===== src/rtl/sup_pkg.sv =====
package sup_pkg;
  // Digitized comparator results seen by the supervisor
  typedef struct packed {
    logic vcc_low;
    logic below_bat;
    logic pf_low;
  } sup_flags_t;
endpackage


===== src/rtl/sup_edge_sync.sv =====
module sup_edge_sync #(
  parameter int STAGES = 2
) (
  input  logic clk,
  input  logic rst,
  input  logic d_i,
  output logic edge_o
);
  localparam int TOP = STAGES - 1;

  logic [TOP:0] chain;
  logic         prev_q;

  // Synchronizer chain: only the first stage can sample a changing input
  generate
    if (STAGES == 1) begin : g_one
      always_ff @(posedge clk) begin
        if (rst) chain <= '0;
        else     chain <= d_i;
      end
    end else begin : g_many
      always_ff @(posedge clk) begin
        if (rst) chain <= '0;
        else     chain <= {chain[TOP-1:0], d_i};
      end
    end
  endgenerate

  // Hold the previous synchronized level so either direction of change is seen
  always_ff @(posedge clk) begin
    if (rst) prev_q <= 1'b0;
    else     prev_q <= chain[TOP];
  end

  assign edge_o = chain[TOP] ^ prev_q;
endmodule


===== src/rtl/sup_wdog.sv =====
module sup_wdog #(
  parameter int WD_TICKS = 48
) (
  input  logic clk,
  input  logic rst,
  input  logic en_i,
  input  logic clear_i,
  input  logic edge_i,
  output logic tmo_o,
  output logic wd_n_o
);
  localparam int CW = $clog2(WD_TICKS + 1);
  localparam logic [CW-1:0] LAST = CW'(WD_TICKS - 1);

  logic [CW-1:0] cnt_q;

  always_ff @(posedge clk) begin
    if (rst) begin
      cnt_q  <= '0;
      tmo_o  <= 1'b0;
      wd_n_o <= 1'b1;
    end else if (!en_i || clear_i) begin
      // Disabled, or the supply is faulted: hold the timer cleared
      cnt_q  <= '0;
      tmo_o  <= 1'b0;
      wd_n_o <= 1'b1;
    end else if (edge_i) begin
      // A service change is checked before the timeout, so it wins a tie
      cnt_q  <= '0;
      tmo_o  <= 1'b0;
      wd_n_o <= 1'b1;
    end else if (cnt_q == LAST) begin
      cnt_q  <= '0;
      tmo_o  <= 1'b1;
      wd_n_o <= 1'b0;
    end else begin
      cnt_q  <= cnt_q + 1'b1;
      tmo_o  <= 1'b0;
    end
  end
endmodule


===== src/rtl/sup_rst_pulse.sv =====
module sup_rst_pulse #(
  parameter int RST_TICKS = 16
) (
  input  logic clk,
  input  logic rst,
  input  logic hold_i,
  input  logic trig_i,
  output logic rst_n_o,
  output logic rst_o
);
  localparam int CW = $clog2(RST_TICKS + 1);
  localparam logic [CW-1:0] FULL = CW'(RST_TICKS);

  logic [CW-1:0] rem_q;
  logic          act;

  // Reset is active while a fault or trigger is present, or the hold-off has not run out
  assign act = hold_i | trig_i | (rem_q != '0);

  always_ff @(posedge clk) begin
    if (rst) begin
      rem_q <= FULL;  // preload so the power-up reset is a full-width pulse
    end else if (hold_i || trig_i) begin
      rem_q <= FULL;
    end else if (rem_q != '0) begin
      rem_q <= rem_q - 1'b1;
    end
  end

  // Two separate registers for the two polarities of reset
  always_ff @(posedge clk) begin
    if (rst) rst_n_o <= 1'b0;
    else     rst_n_o <= ~act;
  end

  always_ff @(posedge clk) begin
    if (rst) rst_o <= 1'b1;
    else     rst_o <= act;
  end
endmodule


===== src/rtl/sup_line_out.sv =====
module sup_line_out
  import sup_pkg::*;
(
  input  logic       clk,
  input  logic       rst,
  input  sup_flags_t flg_i,
  input  logic       ce_n_i,
  output logic       ce_n_o,
  output logic       low_line_n_o,
  output logic       bat_on_o,
  output logic       pf_n_o
);
  always_ff @(posedge clk) begin
    if (rst) begin
      ce_n_o       <= 1'b1;
      low_line_n_o <= 1'b0;
      bat_on_o     <= 1'b0;
      pf_n_o       <= 1'b0;
    end else begin
      ce_n_o       <= ce_n_i | flg_i.vcc_low;
      low_line_n_o <= ~(flg_i.vcc_low | flg_i.below_bat);
      bat_on_o     <= flg_i.below_bat;
      pf_n_o       <= ~(flg_i.pf_low | flg_i.below_bat);
    end
  end
endmodule


===== src/rtl/sup_reset_wdog.sv =====
module sup_reset_wdog
  import sup_pkg::*;
#(
  parameter int RST_TICKS   = 16,
  parameter int WD_TICKS    = 48,
  parameter int SYNC_STAGES = 2
) (
  input  logic clk,
  input  logic rst,
  input  logic vcc_low_i,
  input  logic vcc_below_bat_i,
  input  logic pf_low_i,
  input  logic wd_in_i,
  input  logic wd_en_i,
  input  logic ce_n_i,
  output logic rst_n_o,
  output logic rst_o,
  output logic wd_n_o,
  output logic ce_n_o,
  output logic low_line_n_o,
  output logic bat_on_o,
  output logic pf_n_o
);
  sup_flags_t flg;
  logic       supply_bad;
  logic       wd_edge;
  logic       wd_tmo;

  assign flg.vcc_low   = vcc_low_i;
  assign flg.below_bat = vcc_below_bat_i;
  assign flg.pf_low    = pf_low_i;
  assign supply_bad    = flg.vcc_low | flg.below_bat;

  sup_edge_sync #(.STAGES(SYNC_STAGES)) u_sync (
    .clk    (clk),
    .rst    (rst),
    .d_i    (wd_in_i),
    .edge_o (wd_edge)
  );

  sup_wdog #(.WD_TICKS(WD_TICKS)) u_wd (
    .clk     (clk),
    .rst     (rst),
    .en_i    (wd_en_i),
    .clear_i (supply_bad),
    .edge_i  (wd_edge),
    .tmo_o   (wd_tmo),
    .wd_n_o  (wd_n_o)
  );

  sup_rst_pulse #(.RST_TICKS(RST_TICKS)) u_rp (
    .clk     (clk),
    .rst     (rst),
    .hold_i  (supply_bad),
    .trig_i  (wd_tmo),
    .rst_n_o (rst_n_o),
    .rst_o   (rst_o)
  );

  sup_line_out u_lo (
    .clk          (clk),
    .rst          (rst),
    .flg_i        (flg),
    .ce_n_i       (ce_n_i),
    .ce_n_o       (ce_n_o),
    .low_line_n_o (low_line_n_o),
    .bat_on_o     (bat_on_o),
    .pf_n_o       (pf_n_o)
  );
endmodule


===== config.mk =====
export PLATFORM = sky130hd
export DESIGN_NAME = sup_reset_wdog
export DESIGN_NICKNAME = d
export VERILOG_FILES = /design/src/rtl/sup_pkg.sv /design/src/rtl/sup_edge_sync.sv /design/src/rtl/sup_wdog.sv /design/src/rtl/sup_rst_pulse.sv /design/src/rtl/sup_line_out.sv /design/src/rtl/sup_reset_wdog.sv
export SDC_FILE = /design/constraint.sdc
export NUM_CORES = 1
export LEC_CHECK = 0
export BUFFER_PORTS_ARGS = -buffer_cell sky130_fd_sc_hd__buf_2
export CAP_MARGIN = 20
export CORE_MARGIN = 3
export CORE_UTILIZATION = 50
export CTS_CLUSTER_DIAMETER = 100
export DETAILED_ROUTE_END_ITERATION = 12
export GPL_TIMING_DRIVEN = 0
export PLACE_DENSITY = 0.73
export SLEW_MARGIN = 20
export SYNTH_ARGS = -nofsm -noshare
export SYNTH_HDL_FRONTEND = slang
export SYNTH_HIERARCHICAL = 1
export SYNTH_SLANG_ARGS = --single-unit

===== constraint.sdc =====
create_clock -name clk -period 3.1 [get_ports clk]
set_input_delay 0 -clock clk [delete_from_list [all_inputs] [get_ports clk]]
set_output_delay 0 -clock clk [all_outputs]
set_load 0.01 [all_outputs]

==> results by group <==
Outcome
  – Outcome: finished, final reports clean

Floorplanning
  – Die area: 2100 sq um
  – Die Width: around 46 um
  – Die Y-Extent: 45.8 um
  – Core Region: 1400 sq um
  – # rows: 13
  – Initial Util: 0.566
  – # IOs: 15

Layout
  – Fin util: 0.717
  – Multi-input logic area: 335 sq um
  – Most frequent cells in the layout: dfxtp_1, buf_2, dlygate4sd3_1, nor2_1
  – Cell Count, Final, Fillers Out: 119
  – FF/Latch Area: about 440 sq um
  – Antenna fix cells: 0
  – Fill count: 113
  – Area delta synth->final: 26.7%
  – Layout cells sized above 1: 0.202
  – Final Net Count: between 100 and 150
  – Commonest non-fill, non-tap cell in the layout: dfxtp_1

Critical path
  – Crit-path slowest cell: or4b_1
  – Crit path largest cell delay: 0.42 ns
  – CP Class: flip-flop to flip-flop
  – Worst Setup End Kind: flip-flop
  – Worst path cell trace: inv_1, ha_1, or4b_1, buf_2, or2_4
  – Buf/Inv on CP: 2
  – Critical path's top delay family: simple AND/OR/NAND/NOR gates
  – Worst path required time: 3.29 ns
  – RR Endpoint: u_rp/rst_o$_SDFF_PP1_
  – Critical Path Source Type: flip-flop
  – Peak fanout along the critical path: 5
  – Reg2reg start: u_rp/rem_q[0]$_SDFFE_PP0P_
  – R2r setup slk: 1.59 ns
  – Reg2Reg Depth: 5
  – WP data arrival: between 1.5 and 2 ns

STA
  – Final setup violation count: 0
  – Slew headroom: 0.787
  – Fin crit share: 0.487
  – Post-route setup TNS: 0 ns
  – Hold violation count in the final report: 0
  – Period minus WS final: 1.51 ns
  – Fmax: 663 MHz
  – Hold WS: 0.0839 ns
  – Pins Over Slew Limit: 0
  – Post-Route Skew: 0.00528 ns
  – RSZ-0062 raised after global routing: false
  – Actual slew at the worst max-slew pin: about 0.32 ns

Synth
  – Async SR Flop Fraction: 0
  – Cells after Synth: 77
  – Net Count, Synth: 88
  – Sequential area share after synthesis: 0.556
  – EDFF count, synth: 0
  – Synth Register Bits: 22
  – Synth warn: 6
  – Synth cell types: 27
  – Syn avg cell area: 10.3 sq um
  – Most used flip-flop cell after synthesis: dfxtp_1
  – Syn Std Cell Area: 792 sq um

GRT
  – Largest net degree at the start of global routing: 12
  – Total grt overflow: 0
  – Initial antenna violation count: 0
  – Met3 GRT Util: 0.0356
  – GRT busiest layer: met2
  – Met2 Resource Use GR: 0.265
  – Global-route wire length before repair: roughly 2300 um
  – Overall Global Routing Usage: 0.158
  – Grt met1 use: 0.177
  – Vias in the first global route: 587

Clock tree
  – Reg clk slew, reported paths: 0.10 ns
  – Clock latency on the worst-skew pair: 0.29 ns
  – Clk buf depth: 2
  – Root Driver: clkbuf_4
  – Total CTS buffers: 3
  – Clk sinks: 22
  – Post_cts resized: 0
  – CTS tree: yes
  – H-tree Lvls: 1

Place
  – IO Port Bufs: 14
  – Gp weighted congestion: between 0.7 and 0.8
  – Dpl cells: around 110
  – HPWL after detailed placement: 859 um

Drt
  – Remaining DRCs: 0
  – First-pass iteration count of the detailed router: 4
  – ANT nets after route: 0
  – Via Count: 593
  – Routed wire length: 1290 um
  – Wire per inst: 10.9 um
  – DR iter-0 viols: 6
  – Vias per cell: 4.98

Hold path
  – Hold Crit Start: wd_en_i
  – Hold Path Cell Cnt: 3
  – Worst hold endpoint: u_wd/tmo_o$_SDFF_PP0_
  – Worst Hold Class: primary input to flip-flop

Power
  – Maximum vdd drop: roughly 0.00027 V
  – Leak pwr: roughly 0.42 nW
  – Pwr dens: 451 nW/um^2

Run
  – MaxCap Viol Count: 0
synth_stat cells, types with 2 or more instances:
cell      n  area share
nand3_1   2       0.013
nor3_1    4       0.025
dfxtp_1  22        0.56
nor2_1   10       0.047
inv_1     2      0.0095
or2_1     2       0.016
xnor2_1   4       0.044
xor2_1    3       0.033
ha_1      3       0.047
nand2_1   3       0.014
nor2b_1   4       0.032
or3_1     3       0.024
flip-flops by register name (all words and copies together) (netlist names):
name / flops
u_rp/rst_n_o: 1
u_sync/prev_q: 1
u_wd/cnt_q: 6
u_lo/ce_n_o: 1
u_lo/low_line_n_o: 1
u_lo/pf_n_o: 1
u_wd/wd_n_o: 1
u_wd/tmo_o: 1
u_lo/bat_on_o: 1
u_rp/rem_q: 5
u_rp/rst_o: 1
u_sync/chain: 2
worst min-delay path, stage by stage:
cell and delay (ns):
buf_2 0.10, or4b_4 0.20, nor2_1 0.03
cells by family (layout without fill, tap and decap cells):
logic type	after synthesis	after routing	share of synthesized area
AO/OA/AOI/OAI	5	5	0.0379
adder cells (fa/ha/maj)	3	3	0.0474
buffers and inverters	4	31	0.0205
AND/OR/NAND/NOR	35	35	0.248
flip-flops	22	22	0.556
XOR/XNOR	7	7	0.0774
multiplexers	1	1	0.0126
repair_timing:
| item | 4_1_cts | 5_1_grt |
|---|---|---|
| hold buffers | 10 | 0 |
| hold endpoints to repair | 7 | 0 |
| buffers inserted | 0 | 0 |
layout make-up:
| type | count | area share |
|---|---|---|
| plain buffers | 1 | 0.00499 |
| clock buffers | 3 | 0.0224 |
| inverters | 3 | 0.0112 |
| multi-input cells | 51 | 0.334 |
| flip-flops and latches | 22 | 0.439 |
| well taps | 15 | 0.0187 |
| repair buffers | 24 | 0.170 |
report_power, final:
group,switching (mW),total [mW],internal (mW)
Sequential,0.00397,0.294,0.290
Combinational,0.0180,0.0432,0.0252
Clock,0.0706,0.116,0.0451
Total,0.0926,0.453,0.360
per-layer routing:
metal,wire length [um],share of wire
met5,0,0
met4,17,0.013
met3,41,0.032
met2,648,0.50
met1,586,0.45
worst max path at each step:
stage	start	to	slack, ns	depth (start not counted)
after detailed placement	u_rp/rem_q[0]$_SDFFE_PP0P_	u_rp/rst_o$_SDFF_PP1_	1.60	5
final	u_rp/rem_q[0]$_SDFFE_PP0P_	u_rp/rst_o$_SDFF_PP1_	1.59	5
after global placement	u_rp/rem_q[0]$_SDFFE_PP0P_	u_rp/rst_o$_SDFF_PP1_	1.61	5
after floorplan	u_rp/rem_q[0]$_SDFFE_PP0P_	u_rp/rst_o$_SDFF_PP1_	1.66	5
after CTS	u_rp/rem_q[0]$_SDFFE_PP0P_	u_rp/rst_o$_SDFF_PP1_	1.58	5
after global routing	u_rp/rem_q[0]$_SDFFE_PP0P_	u_rp/rst_o$_SDFF_PP1_	1.51	5
through the flow:
stage / setup WS, ns / total power [mW] / cell area (sq um)
6_report: 1.59 / 0.453 / 1000
5_1_grt: 1.51 / 0.480 / 1000
4_1_cts: 1.58 / 0.461 / 1000
3_5_place_dp: 1.60 / 0.334 / 881
3_3_place_gp: 1.61 / 0.333 / 881
2_1_floorplan: 1.66 / 0.322 / 792
Note: power is estimated with default switching activity, not from simulation.
